<file path="src/rtl/dic_pkg.sv">
package dic_pkg;
  localparam int unsigned NCH_DEF    = 2;
  localparam int unsigned MEAS_W_DEF = 7;
  localparam int unsigned GAIN_W_DEF = 8;
  localparam int unsigned DUTY_W_DEF = 12;
  localparam int unsigned PWM_W_DEF  = 10;
  localparam int unsigned DIV_W_DEF  = 16;

  typedef enum logic [0:0] {
    SEQ_IDLE = 1'b0,
    SEQ_RUN  = 1'b1
  } seq_state_e;
endpackage

</file>
<file path="src/rtl/dic_sample_timer.sv">
module dic_sample_timer #(
  parameter int unsigned DIV_W = 16
) (
  input  logic             clk_i,
  input  logic             rst_ni,
  input  logic [DIV_W-1:0] period_i,
  output logic             tick_o
);
  logic [DIV_W-1:0] cnt_q;

  assign tick_o = (cnt_q >= period_i);

  always_ff @(posedge clk_i or negedge rst_ni) begin
    if (!rst_ni)     cnt_q <= '0;
    else if (tick_o) cnt_q <= '0;
    else             cnt_q <= cnt_q + 1'b1;
  end

  // a non-zero period never yields adjacent ticks
  p_tick_gap_r6: assert property (@(posedge clk_i) disable iff (!rst_ni)
    (tick_o && period_i != '0 && $stable(period_i)) |=> !tick_o);
endmodule

</file>
<file path="src/rtl/dic_channel_seq.sv">
module dic_channel_seq
  import dic_pkg::*;
#(
  parameter int unsigned NCH = 2,
  localparam int unsigned CH_W = (NCH > 1) ? $clog2(NCH) : 1
) (
  input  logic            clk_i,
  input  logic            rst_ni,
  input  logic            tick_i,
  output logic            busy_o,
  output logic [CH_W-1:0] ch_o
);
  seq_state_e      state_q;
  logic [CH_W-1:0] ch_q;
  logic            last_ch;

  assign last_ch = (ch_q == CH_W'(NCH - 1));
  assign busy_o  = (state_q == SEQ_RUN);
  assign ch_o    = ch_q;

  always_ff @(posedge clk_i or negedge rst_ni) begin
    if (!rst_ni) begin
      state_q <= SEQ_IDLE;
      ch_q    <= '0;
    end else begin
      unique case (state_q)
        SEQ_IDLE: if (tick_i) begin
          state_q <= SEQ_RUN;
          ch_q    <= '0;
        end
        SEQ_RUN: begin
          if (last_ch) begin
            state_q <= SEQ_IDLE;
            ch_q    <= '0;
          end else begin
            ch_q <= ch_q + 1'b1;
          end
        end
        default: state_q <= SEQ_IDLE;
      endcase
    end
  end

  // each sequence starts at channel 0
  p_start_ch0_r7: assert property (@(posedge clk_i) disable iff (!rst_ni)
    $rose(busy_o) |-> (ch_o == '0));
  // channels advance in ascending order
  p_order_r7: assert property (@(posedge clk_i) disable iff (!rst_ni)
    (busy_o && !last_ch) |=> (busy_o && ch_o == $past(ch_o) + 1'b1));
endmodule

</file>
<file path="src/rtl/dic_update_path.sv">
module dic_update_path #(
  parameter int unsigned MEAS_W = 7,
  parameter int unsigned GAIN_W = 8,
  parameter int unsigned DUTY_W = 12
) (
  input  logic              clk_i,
  input  logic              rst_ni,
  input  logic              valid_i,
  input  logic [MEAS_W-1:0] meas_i,
  input  logic [MEAS_W-1:0] ref_i,
  input  logic [GAIN_W-1:0] gain_i,
  input  logic [DUTY_W-1:0] cur_i,
  output logic [DUTY_W-1:0] nxt_o
);
  localparam int unsigned ERR_W  = MEAS_W + 1;
  localparam int unsigned PROD_W = ERR_W + GAIN_W + 1;
  localparam int unsigned BASE_W = (PROD_W > DUTY_W) ? PROD_W : DUTY_W;
  localparam int unsigned SUM_W  = BASE_W + 2;
  localparam logic signed [SUM_W-1:0] MAX_S = SUM_W'({DUTY_W{1'b1}});

  logic signed [ERR_W-1:0]  err;
  logic signed [PROD_W-1:0] err_x, gain_x, prod;
  logic signed [SUM_W-1:0]  cur_x, sum;

  always_comb begin
    err    = $signed({1'b0, meas_i}) - $signed({1'b0, ref_i});
    err_x  = PROD_W'(err);
    gain_x = $signed(PROD_W'({1'b0, gain_i}));
    prod   = err_x * gain_x;
    cur_x  = $signed(SUM_W'({1'b0, cur_i}));
    sum    = cur_x - SUM_W'(prod);
    if (sum < 0)          nxt_o = '0;
    else if (sum > MAX_S) nxt_o = {DUTY_W{1'b1}};
    else                  nxt_o = sum[DUTY_W-1:0];
  end

  // a positive error can only lower or hold the command
  p_dir_down_r3: assert property (@(posedge clk_i) disable iff (!rst_ni)
    (valid_i && meas_i > ref_i) |-> (nxt_o <= cur_i));
  // a negative error can only raise or hold the command
  p_dir_up_r3: assert property (@(posedge clk_i) disable iff (!rst_ni)
    (valid_i && meas_i < ref_i) |-> (nxt_o >= cur_i));
  // zero gain or zero error holds the command
  p_hold_r8: assert property (@(posedge clk_i) disable iff (!rst_ni)
    (valid_i && (gain_i == '0 || meas_i == ref_i)) |-> (nxt_o == cur_i));
endmodule

</file>
<file path="src/rtl/dual_integral_comp.sv">
module dual_integral_comp
  import dic_pkg::*;
#(
  parameter int unsigned NCH    = NCH_DEF,
  parameter int unsigned MEAS_W = MEAS_W_DEF,
  parameter int unsigned GAIN_W = GAIN_W_DEF,
  parameter int unsigned DUTY_W = DUTY_W_DEF,
  parameter int unsigned PWM_W  = PWM_W_DEF,
  parameter int unsigned DIV_W  = DIV_W_DEF
) (
  input  logic                    clk_i,
  input  logic                    rst_ni,
  input  logic [NCH*MEAS_W-1:0]   meas_adc_i,
  input  logic [NCH*MEAS_W-1:0]   meas_dly_i,
  input  logic [NCH*MEAS_W-1:0]   ref_i,
  input  logic [NCH*GAIN_W-1:0]   gain_i,
  input  logic [NCH-1:0]          src_dly_i,
  input  logic [DIV_W-1:0]        period_i,
  output logic [NCH*PWM_W-1:0]    duty_o,
  output logic [NCH-1:0]          upd_o
);
  localparam int unsigned CH_W = (NCH > 1) ? $clog2(NCH) : 1;

  logic            tick, busy;
  logic [CH_W-1:0] ch;
  logic [MEAS_W-1:0] meas_sel, ref_sel;
  logic [GAIN_W-1:0] gain_sel;
  logic [DUTY_W-1:0] cur_sel, nxt;
  logic [DUTY_W-1:0] duty_q [NCH];
  logic [NCH-1:0]    upd_q;

  dic_sample_timer #(.DIV_W(DIV_W)) u_timer (
    .clk_i, .rst_ni, .period_i, .tick_o(tick)
  );

  dic_channel_seq #(.NCH(NCH)) u_seq (
    .clk_i, .rst_ni, .tick_i(tick), .busy_o(busy), .ch_o(ch)
  );

  always_comb begin
    meas_sel = src_dly_i[ch] ? meas_dly_i[ch*MEAS_W +: MEAS_W]
                             : meas_adc_i[ch*MEAS_W +: MEAS_W];
    ref_sel  = ref_i[ch*MEAS_W +: MEAS_W];
    gain_sel = gain_i[ch*GAIN_W +: GAIN_W];
    cur_sel  = duty_q[ch];
  end

  dic_update_path #(.MEAS_W(MEAS_W), .GAIN_W(GAIN_W), .DUTY_W(DUTY_W)) u_path (
    .clk_i, .rst_ni, .valid_i(busy), .meas_i(meas_sel), .ref_i(ref_sel),
    .gain_i(gain_sel), .cur_i(cur_sel), .nxt_o(nxt)
  );

  for (genvar gi = 0; gi < NCH; gi++) begin : g_ch
    logic we;
    assign we = busy && (ch == CH_W'(gi));

    always_ff @(posedge clk_i or negedge rst_ni) begin
      if (!rst_ni) begin
        duty_q[gi] <= '0;
        upd_q[gi]  <= 1'b0;
      end else begin
        upd_q[gi] <= we;
        if (we) duty_q[gi] <= nxt;
      end
    end

    assign duty_o[gi*PWM_W +: PWM_W] = duty_q[gi][DUTY_W-1 -: PWM_W];

    // command moves only with its update pulse
    p_move_with_pulse_r9: assert property (@(posedge clk_i) disable iff (!rst_ni)
      (duty_q[gi] != $past(duty_q[gi])) |-> upd_q[gi]);

    if (gi > 0) begin : g_follow
      // channel gi updates right after channel gi-1
      p_follow_r7: assert property (@(posedge clk_i) disable iff (!rst_ni)
        upd_q[gi] |-> $past(upd_q[gi-1]));
    end
  end

  assign upd_o = upd_q;

  // update pulses never overlap
  p_pulse_excl_r7: assert property (@(posedge clk_i) disable iff (!rst_ni)
    $onehot0(upd_q));
endmodule

</file>
<file path="config.mk">
export PLATFORM = sky130hd
export DESIGN_NAME = dual_integral_comp
export DESIGN_NICKNAME = d
export VERILOG_FILES = /design/src/rtl/dic_pkg.sv /design/src/rtl/dic_sample_timer.sv /design/src/rtl/dic_channel_seq.sv /design/src/rtl/dic_update_path.sv /design/src/rtl/dual_integral_comp.sv
export SDC_FILE = /design/constraint.sdc
export NUM_CORES = 1
export LEC_CHECK = 0
export BUFFER_PORTS_ARGS = -buffer_cell sky130_fd_sc_hd__buf_2
export CAP_MARGIN = 10
export CORE_MARGIN = 5
export CORE_UTILIZATION = 48
export DETAILED_ROUTE_END_ITERATION = 8
export PLACE_DENSITY = 0.74
export SLEW_MARGIN = 20
export SYNTH_ARGS = -nofsm -noshare
export SYNTH_HDL_FRONTEND = slang
export SYNTH_HIERARCHICAL = 1
export SYNTH_SLANG_ARGS = --single-unit
</file>
<file path="constraint.sdc">
create_clock -name clk_i -period 8.4 [get_ports clk_i]
set_clock_uncertainty 0.2 [all_clocks]
set_input_delay 0.42 -clock clk_i [delete_from_list [all_inputs] [get_ports clk_i]]
set_output_delay 0.42 -clock clk_i [all_outputs]
set_load 0.05 [all_outputs]
</file>
==> results of run 1 <==
## flip-flops by register name, indices dropped and copies added, names as in the netlist
name and cells:
u_seq/busy_o 1, upd_o 2, u_seq/ch_o 1, duty_o 20
u_timer/cnt_q 16, duty_q 4
## cells in the final DEF (no fill, tap or decap), types with 5 or more instances in the layout
master / instances
nor3_1: 17
nor2_1: 19
dfrtp_1: 43
fa_1: 45
nand2_1: 47
nor4_1: 10
nor4_2: 9
and2_1: 21
and2b_1: 5
buf_2: 99
inv_1: 135
buf_4: 6
xnor2_1: 22
a21o_1: 5
mux2_2: 34
clkbuf_16: 5
mux2_4: 18
o21a_1: 5
mux2i_1: 23
ha_1: 78
xor2_1: 7
nand3_1: 11
nand2b_1: 7
a21oi_1: 32
o21ai_0: 15
nand4_1: 7
## cell usage after synthesis (all sizes together), types with 20 or more instances
| library cell | instances | area share (%) |
|---|---|---|
| inv | 135 | 7.8 |
| ha | 79 | 15 |
| mux2 | 52 | 10 |
| nand2 | 48 | 2.9 |
| fa | 45 | 14 |
| dfrtp | 44 | 17 |
| buf | 33 | 3.9 |
| a21oi | 32 | 2.5 |
| mux2i | 23 | 3.5 |
| xnor2 | 22 | 3.0 |
| and2 | 21 | 2.0 |
| nor2 | 20 | 1.2 |
## cell families (layout without fill, tap and decap cells)
| group | count (synthesis) | count (layout) | synth area share (%) |
|---|---|---|---|
| fa+ha+maj | 125 | 125 | 29.2 |
| compound gates | 86 | 86 | 9.12 |
| simple gates | 175 | 175 | 15.3 |
| xor+xnor | 29 | 29 | 3.90 |
| flops | 44 | 44 | 16.9 |
| mux | 75 | 75 | 13.6 |
| buf+inv | 174 | 252 | 12.0 |
## area by class of cell
cell class / count / area [um^2]
fillers: 1180 / 6060
multi-input cells: 490 / 4630
flip-flops and latches: 44 / 1100
repair buffers: 109 / 593
inverters: 135 / 507
well taps: 176 / 220
clock buffers: 6 / 139
clock inverters: 2 / 38.8
## through the flow
stage,setup TNS [ps],cells,setup slack (ps),cell area [um^2]
after CTS,0,960,296,7190
final,0,962,470,7230
after detailed placement,0,952,235,7010
after global routing,-69.7,962,-15.9,7230
after global placement,0,952,388,7010
after floorplan,0,708,637,6510
## routing by layer
layer / GRT usage (%) / up-vias / wire length, um
met3: 1.43 / 9 / 386
met2: 32.3 / 83 / 7500
met5: 0 / - / 0
met4: 3.34 / 0 / 163
met1: 22.0 / 2451 / 5980
li1: - / 2497 / -
## worst min-delay path by stage
stage                            end  cells past startpoint
after floorplan            duty_o[0]                      0
after global placement    duty_q[12]                      1
after detailed placement   duty_q[1]                      1
after CTS                 duty_o[15]                      1
after global routing       duty_q[0]                      1
final                      duty_q[0]                      1
## repair_timing
item,in CTS,in global routing
setup buffers,0,0
resized for setup,0,6
endpoints found under the setup margin,0,24
hold buffers,0,1
endpoints found under the hold margin,0,13
==> run_summary.xml, run 1 <==
<?xml version="1.0" encoding="UTF-8"?>
<metrics>
  <group name="layout">
    <metric name="area_growth_syn_to_layout" unit="%">11.1</metric>
    <metric name="postLayoutCoreUtil" unit="%">54.4</metric>
    <metric name="finalNetCount" unit="">987</metric>
    <metric name="antenna-diode-count" unit="">0</metric>
    <metric name="post_route_cells_drive_above_1_share" unit="%">24.6</metric>
  </group>
  <group name="synthesis">
    <metric name="syn-instance-count" unit="">708</metric>
    <metric name="synth_edf_count" unit="">0</metric>
    <metric name="synth-warning-count" unit="">6</metric>
    <metric name="postSynthNetCount" unit="">910</metric>
    <metric name="netlist-cell-type-count" unit="">65</metric>
    <metric name="syn-mean-instance-area" unit="um^2">9.20</metric>
    <metric name="synth.cell_area" unit="um^2">6510</metric>
    <metric name="yosysSeqAreaShare" unit="%">16.9</metric>
    <metric name="synth_async_sr_flop_share" unit="%">100</metric>
    <metric name="ys_dominant_reg_cell" unit="">dfrtp_1</metric>
    <metric name="postSynthRegisterBits" unit="">44</metric>
  </group>
  <group name="global_route">
    <metric name="grt_start_max_net_pins" unit="">45</metric>
    <metric name="grt_overflow" unit="">0</metric>
    <metric name="grt_use_total" unit="%">17.4</metric>
    <metric name="first_global_vias" unit="">5103</metric>
    <metric name="grt_antenna_before_repair" unit="">0</metric>
    <metric name="grt_first_pass_wirelength" unit="um">23700</metric>
  </group>
  <group name="critical_path">
    <metric name="criticalPathCategory" unit="">reg2reg</metric>
    <metric name="wp_depth" unit="">29</metric>
    <metric name="timing.critical_path.fanout_max" unit="">12</metric>
    <metric name="critPathSlowestCell" unit="">fa_1</metric>
    <metric name="worst_ep_arrival_time" unit="ps">7890</metric>
    <metric name="crit_path_end" unit="">duty_o[9]</metric>
    <metric name="worstPathRequired" unit="ps">8360</metric>
    <metric name="setup.worst_path.end_class" unit="">register</metric>
    <metric name="path_buf_inv" unit="">7</metric>
    <metric name="timing.reg2reg.setup_slack" unit="ps">470</metric>
    <metric name="first_element_of_the_critical_path" unit="">u_seq/ch_o</metric>
    <metric name="timing.critical_path.slowest_cell_delay" unit="ps">550</metric>
    <metric name="reg2reg_depth" unit="">29</metric>
    <metric name="rr_startpoint" unit="">u_seq/ch_o</metric>
    <metric name="timing.critical_path.mode_cell" unit="">inv_1</metric>
    <metric name="worst_path_dominant_cell_family" unit="">adder cells</metric>
    <metric name="setup.worst_path.start_class" unit="">register</metric>
    <metric name="critical_path.reg2reg.endpoint" unit="">duty_o[9]</metric>
  </group>
  <group name="clock_network">
    <metric name="worstSkewPairLatency" unit="ps">280</metric>
    <metric name="tritoncts_clock_tree" unit="">done</metric>
    <metric name="h-tree-depth" unit="">2</metric>
    <metric name="clock_buffer_count_from_cts" unit="">5</metric>
    <metric name="clk_pin_slew" unit="ps">60</metric>
    <metric name="cts.path.max_buffers" unit="">2</metric>
    <metric name="cts_root_buf" unit="">clkbuf_16</metric>
    <metric name="clock_sinks" unit="">44</metric>
  </group>
  <group name="floorplanning">
    <metric name="die-height" unit="um">126</metric>
    <metric name="full_die_area" unit="um^2">16000</metric>
    <metric name="die_width" unit="um">126</metric>
    <metric name="ioPinCount" unit="">100</metric>
    <metric name="placeableCoreArea" unit="um^2">13300</metric>
    <metric name="effective_utilization_at_floorplan" unit="%">49.0</metric>
    <metric name="placement_rows" unit="">42</metric>
  </group>
  <group name="sta">
    <metric name="report.final.slew_viol_count" unit="">0</metric>
    <metric name="finalHoldWorstSlack" unit="ps">315</metric>
    <metric name="slew_headroom" unit="%">41.0</metric>
    <metric name="max_clock_freq" unit="MHz">126</metric>
    <metric name="setup_viol" unit="">0</metric>
    <metric name="finalCriticalPeriod" unit="ps">7930</metric>
    <metric name="worst-slew-pin-transition" unit="ps">862</metric>
    <metric name="report.final.hold_viol_count" unit="">0</metric>
    <metric name="fin_crit_sh" unit="%">94.4</metric>
  </group>
  <group name="detailed_routing">
    <metric name="route.detailed.drc" unit="">0</metric>
    <metric name="finalWirelength" unit="um">14000</metric>
    <metric name="drt_iter0_drc" unit="">255</metric>
    <metric name="dr.pass1.iters" unit="">5</metric>
    <metric name="detailroute.via_count" unit="">5040</metric>
    <metric name="routed_via_density" unit="">5.24</metric>
    <metric name="drt-wirelength-per-cell" unit="um">14.6</metric>
    <metric name="postRouteAntennaNets" unit="">0</metric>
  </group>
  <group name="hold_path">
    <metric name="min_path_type" unit="">reg2reg</metric>
    <metric name="hold_path_startpoint" unit="">duty_q[0]</metric>
  </group>
  <group name="outcome">
    <metric name="status" unit="">completed</metric>
  </group>
  <group name="placed_design">
    <metric name="finalWeightedCongestion" unit="">0.847</metric>
    <metric name="place.detailed.hpwl" unit="um">11400</metric>
    <metric name="io_buffers" unit="">99</metric>
  </group>
  <group name="flow_run">
    <metric name="cap_violations" unit="">0</metric>
  </group>
</metrics>
Power of run 1 is left out: the tool's default activity adds up to more than one toggle a clock period on the data nets, which glitch-free logic cannot reach.
==> inputs of run 2 (changes only) <==
- CORE_ASPECT_RATIO: not set -> 0.6
==> run 2 against run 1 <==
Against the previous run: worst hold slack got worse by 230 ps; via count rose by 2.3%; critical endpoint is now duty_q[0]; highest routed layer unchanged; sequential share of layout area barely moved; cell count rose by 0.42%; largest cell class unchanged; register-to-register slack got worse by 160 ps; clock-buffer cell count fell by 1; global-route usage rose by 0.42 points; critical path depth fell by 1; maximum frequency fell by 1.9%; first-iteration DRC count rose by 38%; non-clock buffer count rose by 5.
==> run_summary.xml, run 2 (same netlist as run 1, synthesis figures left out) <==
<?xml version="1.0" encoding="UTF-8"?>
<metrics>
  <group name="detailed_routing">
    <metric name="route.detailed.drc" unit="">0</metric>
    <metric name="detailroute.via_count" unit="">5157</metric>
    <metric name="routed_via_density" unit="">5.34</metric>
    <metric name="drt-wirelength-per-cell" unit="um">15.0</metric>
    <metric name="finalWirelength" unit="um">14500</metric>
    <metric name="postRouteAntennaNets" unit="">0</metric>
    <metric name="drt_iter0_drc" unit="">353</metric>
    <metric name="dr.pass1.iters" unit="">5</metric>
  </group>
  <group name="critical_path">
    <metric name="worst_ep_arrival_time" unit="ps">8060</metric>
    <metric name="critPathSlowestCell" unit="">fa_1</metric>
    <metric name="timing.critical_path.fanout_max" unit="">12</metric>
    <metric name="timing.critical_path.slowest_cell_delay" unit="ps">570</metric>
    <metric name="setup.worst_path.start_class" unit="">register</metric>
    <metric name="worstPathRequired" unit="ps">8370</metric>
    <metric name="criticalPathCategory" unit="">reg2reg</metric>
    <metric name="setup.worst_path.end_class" unit="">register</metric>
    <metric name="timing.critical_path.mode_cell" unit="">fa_1</metric>
  </group>
  <group name="sta">
    <metric name="worst-slew-pin-transition" unit="ps">970</metric>
    <metric name="slew_headroom" unit="%">35.3</metric>
    <metric name="setup_viol" unit="">0</metric>
    <metric name="timing.setup.tns" unit="ps">0</metric>
    <metric name="rsz0062_at_grt" unit="">false</metric>
    <metric name="max_clock_freq" unit="MHz">124</metric>
    <metric name="report.final.slew_viol_count" unit="">0</metric>
    <metric name="fin_crit_sh" unit="%">96.3</metric>
    <metric name="report.final.hold_viol_count" unit="">0</metric>
    <metric name="finalCriticalPeriod" unit="ps">8090</metric>
  </group>
  <group name="layout">
    <metric name="finalNetCount" unit="">992</metric>
    <metric name="area_growth_syn_to_layout" unit="%">11.2</metric>
    <metric name="layout.filler_cells" unit="">1216</metric>
    <metric name="largest_register_ff_count" unit="">20</metric>
    <metric name="antenna-diode-count" unit="">0</metric>
    <metric name="post_layout_nonfiller_instances" unit="">966</metric>
    <metric name="post_route_cells_drive_above_1_share" unit="%">25.0</metric>
    <metric name="postLayoutCoreUtil" unit="%">53.8</metric>
    <metric name="layout_commonest_cell" unit="">inv_1</metric>
    <metric name="final_cell_mix" unit="">135 x inv_1, 99 x buf_2, 79 x ha_1, 47 x nand2_1, 45 x fa_1</metric>
  </group>
  <group name="global_route">
    <metric name="first_global_vias" unit="">4809</metric>
    <metric name="grt_overflow" unit="">0</metric>
    <metric name="grt_first_pass_wirelength" unit="um">23600</metric>
    <metric name="grt_antenna_before_repair" unit="">0</metric>
    <metric name="grt_use_total" unit="%">17.8</metric>
    <metric name="grt_start_max_net_pins" unit="">45</metric>
  </group>
  <group name="outcome">
    <metric name="status" unit="">completed</metric>
  </group>
  <group name="floorplanning">
    <metric name="die-height" unit="um">100</metric>
    <metric name="placeableCoreArea" unit="um^2">13500</metric>
    <metric name="full_die_area" unit="um^2">16100</metric>
    <metric name="placement_rows" unit="">33</metric>
    <metric name="effective_utilization_at_floorplan" unit="%">48.4</metric>
    <metric name="die_width" unit="um">160</metric>
    <metric name="ioPinCount" unit="">100</metric>
  </group>
  <group name="clock_network">
    <metric name="cts.path.max_buffers" unit="">2</metric>
    <metric name="worstSkewPairLatency" unit="ps">290</metric>
    <metric name="clock_buffer_count_from_cts" unit="">5</metric>
    <metric name="tritoncts_clock_tree" unit="">done</metric>
    <metric name="h-tree-depth" unit="">2</metric>
    <metric name="cts_root_buf" unit="">clkbuf_16</metric>
    <metric name="clk_pin_slew" unit="ps">60</metric>
    <metric name="clock_sinks" unit="">44</metric>
  </group>
  <group name="placed_design">
    <metric name="io_buffers" unit="">99</metric>
    <metric name="place.detailed.hpwl" unit="um">12000</metric>
    <metric name="finalWeightedCongestion" unit="">0.906</metric>
    <metric name="dp_cells" unit="">956</metric>
  </group>
  <group name="flow_run">
    <metric name="cap_violations" unit="">0</metric>
  </group>
  <group name="hold_path">
    <metric name="min_path_type" unit="">in2async</metric>
  </group>
</metrics>
## run 2: worst paths after layout
| check | depth (start not counted) | endpoint | slack, ps | start |
|---|---|---|---|---|
| max in group asynchronous | 1 | u_seq/ch_o | 7260 | rst_ni |
| min | 1 | upd_o[0] | 90 | rst_ni |
| min in group clk_i | 1 | duty_q[1] | 300 | duty_q[1] |
| min reg2reg | 1 | duty_q[1] | 300 | duty_q[1] |
| max reg2reg | 28 | duty_q[0] | 310 | u_seq/ch_o |
| max | 28 | duty_q[0] | 310 | u_seq/ch_o |
## run 2: timing repair
item | 4_1_cts | 5_1_grt
resized for setup | 0 | 4
endpoints found under the setup margin | 0 | 24
buffers inserted | 0 | 2
hold buffers | 0 | 0
## run 2: area by class of cell
class	count	area (um^2)	share of cell area, %
tap	175	219	3.02
timing repair buffer	114	612	8.45
sequential	44	1100	15.2
clock buffer	5	125	1.73
inverter	135	507	7.00
multi-input combinational	490	4630	64.0
clock inverter	3	42.5	0.587
## run 2: worst max-delay path, delay by kind of cell, from the launching register on
| family | cells | cell delay, ps |
|---|---|---|
| adder cells (fa/ha/maj) | 7 | 3210 |
| AO/OA/AOI/OAI | 8 | 1560 |
| AND/OR/NAND/NOR | 6 | 1280 |
| multiplexers | 2 | 660 |
| buffers and inverters | 5 | 580 |
| flip-flops | 1 | 450 |
## run 2: routing by layer
metal | wire [um] | GRT usage, % | vias up
met2 | 6080 | 25.5 | 141
li1 | - | - | 2519
met5 | 0 | 0 | -
met4 | 121 | 2.91 | 0
met3 | 899 | 3.32 | 14
met1 | 7430 | 28.0 | 2483
## run 2: per-stage QoR
| stage | area (um^2) | hold slack (ps) | worst slack (ps) |
|---|---|---|---|
| 3_3_place_gp | 7050 | 290 | 307 |
| 3_5_place_dp | 7050 | 289 | 195 |
| 6_report | 7240 | 87.3 | 313 |
| 5_1_grt | 7240 | 165 | 18.0 |
| 2_1_floorplan | 6510 | -75.6 | 637 |
| 4_1_cts | 7220 | 126 | 216 |
Power of run 2 is left out for the same reason.
==> inputs of run 3 (changes only) <==
- CORE_UTILIZATION: 48 -> 54
- PLACE_DENSITY: 0.74 -> 0.81
==> run 3 against run 2 <==
Against the previous run: routed wire length is 4.0% lower; setup slack better by 94 ps; non-clock buffer count is 3 lower; sequential share of layout area is 0.063 points higher; critical path type unchanged; register-to-register slack better by 90 ps; critical endpoint is now duty_o[10]; design area is 0.41% lower; first-iteration DRC count is 19% higher.
==> run_summary.xml, run 3 (same netlist as run 1, synthesis figures left out) <==
<?xml version="1.0" encoding="UTF-8"?>
<metrics>
  <group name="layout">
    <metric name="area_growth_syn_to_layout" unit="%">10.7</metric>
    <metric name="final_area" unit="um^2">7210</metric>
    <metric name="layout.filler_cells" unit="">1021</metric>
    <metric name="final_cell_mix" unit="">135 x inv_1, 99 x buf_2, 79 x ha_1, 47 x nand2_1, 45 x fa_1</metric>
    <metric name="post_route_cells_drive_above_1_share" unit="%">24.7</metric>
    <metric name="layout_commonest_cell" unit="">inv_1</metric>
    <metric name="largest_register_ff_count" unit="">20</metric>
    <metric name="antenna-diode-count" unit="">0</metric>
    <metric name="finalNetCount" unit="">989</metric>
  </group>
  <group name="detailed_routing">
    <metric name="drt_iter0_drc" unit="">421</metric>
    <metric name="dr.pass1.iters" unit="">9</metric>
    <metric name="route.detailed.drc" unit="">0</metric>
    <metric name="postRouteAntennaNets" unit="">0</metric>
    <metric name="detailroute.via_count" unit="">5123</metric>
    <metric name="drt-wirelength-per-cell" unit="um">14.6</metric>
    <metric name="routed_via_density" unit="">5.38</metric>
    <metric name="finalWirelength" unit="um">14000</metric>
  </group>
  <group name="sta">
    <metric name="setup_viol" unit="">0</metric>
    <metric name="slew_headroom" unit="%">32.0</metric>
    <metric name="timing.setup.tns" unit="ps">0</metric>
    <metric name="worst-slew-pin-transition" unit="ps">995</metric>
    <metric name="rsz0062_at_grt" unit="">false</metric>
    <metric name="fin_crit_sh" unit="%">95.2</metric>
    <metric name="report.final.slew_viol_count" unit="">0</metric>
    <metric name="report.final.hold_viol_count" unit="">0</metric>
    <metric name="finalCriticalPeriod" unit="ps">7990</metric>
    <metric name="max_clock_freq" unit="MHz">125</metric>
  </group>
  <group name="clock_network">
    <metric name="clock_buffer_count_from_cts" unit="">5</metric>
    <metric name="clock_sinks" unit="">44</metric>
    <metric name="worstSkewPairLatency" unit="ps">280</metric>
    <metric name="cts_root_buf" unit="">clkbuf_16</metric>
    <metric name="clk_pin_slew" unit="ps">60</metric>
    <metric name="cts.path.max_buffers" unit="">2</metric>
    <metric name="h-tree-depth" unit="">2</metric>
    <metric name="hold_buffers" unit="">0</metric>
    <metric name="tritoncts_clock_tree" unit="">done</metric>
  </group>
  <group name="critical_path">
    <metric name="setup.worst_path.end_class" unit="">register</metric>
    <metric name="timing.critical_path.mode_cell" unit="">fa_1</metric>
    <metric name="worstPathRequired" unit="ps">8370</metric>
    <metric name="timing.critical_path.fanout_max" unit="">18</metric>
    <metric name="timing.critical_path.slowest_cell_delay" unit="ps">540</metric>
    <metric name="critPathSlowestCell" unit="">fa_1</metric>
    <metric name="setup.worst_path.start_class" unit="">register</metric>
    <metric name="criticalPathCategory" unit="">reg2reg</metric>
    <metric name="path_buf_inv" unit="">6</metric>
    <metric name="worst_path_dominant_cell_family" unit="">adder cells</metric>
    <metric name="worst_ep_arrival_time" unit="ps">7960</metric>
  </group>
  <group name="floorplanning">
    <metric name="placeableCoreArea" unit="um^2">11900</metric>
    <metric name="ioPinCount" unit="">100</metric>
    <metric name="die-height" unit="um">95.1</metric>
    <metric name="effective_utilization_at_floorplan" unit="%">54.5</metric>
    <metric name="full_die_area" unit="um^2">14400</metric>
    <metric name="placement_rows" unit="">31</metric>
    <metric name="die_width" unit="um">152</metric>
  </group>
  <group name="global_route">
    <metric name="grt_first_pass_wirelength" unit="um">22700</metric>
    <metric name="grt_antenna_before_repair" unit="">0</metric>
    <metric name="first_global_vias" unit="">4651</metric>
    <metric name="grt_use_total" unit="%">19.4</metric>
    <metric name="grt_start_max_net_pins" unit="">45</metric>
    <metric name="grt_overflow" unit="">0</metric>
  </group>
  <group name="hold_path">
    <metric name="min_path_type" unit="">in2async</metric>
  </group>
  <group name="placed_design">
    <metric name="io_buffers" unit="">99</metric>
    <metric name="finalWeightedCongestion" unit="">0.891</metric>
    <metric name="dpl-instance-area" unit="um^2">7010</metric>
    <metric name="place.detailed.hpwl" unit="um">11700</metric>
  </group>
  <group name="outcome">
    <metric name="status" unit="">completed</metric>
  </group>
  <group name="flow_run">
    <metric name="cap_violations" unit="">0</metric>
  </group>
</metrics>
run 3: cell count changes in the layout (fill, tap and decap cells not counted), sizes merged:
cell / delta
clkinvlp: -1
buf: -3
clkbuf: +1
run 3: cell type report:
type / instances / area [um^2] / area share, %
repair buffers: 111 / 597 / 8.28
clock buffers: 6 / 129 / 1.79
multi-input cells: 490 / 4640 / 64.3
flip-flops and latches: 44 / 1100 / 15.3
well taps: 165 / 206 / 2.86
clock inverters: 2 / 35.0 / 0.486
inverters: 135 / 507 / 7.03
run 3: worst register-to-register path, delay by kind of cell, from the launching register on:
kind	cells	cell delay [ps]
compound gates	7	1310
xor+xnor	1	170
fa+ha+maj	8	3210
buf+inv	6	620
flops	1	480
mux	2	430
simple gates	7	1470
run 3: per-layer routing:
| layer | track usage (%) | up-vias | wire length [um] | part of all wire [%] |
|---|---|---|---|---|
| met5 | 0 | - | 0 | 0 |
| met4 | 1.94 | 0 | 84 | 0.60 |
| met3 | 3.04 | 8 | 748 | 5.4 |
| met1 | 31.0 | 2471 | 7060 | 51 |
| met2 | 28.5 | 136 | 6050 | 43 |
| li1 | - | 2508 | - | - |
run 3: repair_timing:
action,in CTS,in global routing
endpoints found under the setup margin,0,24
gates resized for setup,0,8
setup buffers,0,2
run 3: per-stage QoR:
stage | hold slack (ps) | util [%] | std cells | worst slack, ps
after global placement | 289 | 58.7 | 943 | 339
after floorplan | -75.6 | - | 708 | 637
final | 81.5 | 60.4 | 953 | 407
after global routing | 175 | 60.4 | 953 | 3.42
after CTS | 110 | 60.1 | 951 | 210
after detailed placement | 303 | 58.7 | 943 | 167
run 3: final timing paths:
| check | start | depth (start not counted) | slack, ps | end |
|---|---|---|---|---|
| worst min register to register | duty_q[0] | 1 | 320 | duty_q[0] |
| worst min-delay path | rst_ni | 1 | 80 | u_timer/cnt_q[6] |
| worst max-delay path | u_seq/ch_o | 31 | 410 | duty_o[10] |
| min in group clk_i | duty_q[0] | 1 | 320 | duty_q[0] |
| worst max register to register | u_seq/ch_o | 31 | 410 | duty_o[10] |
| max in group asynchronous | rst_ni | 1 | 7260 | u_seq/ch_o |
Power of run 3 is left out for the same reason.
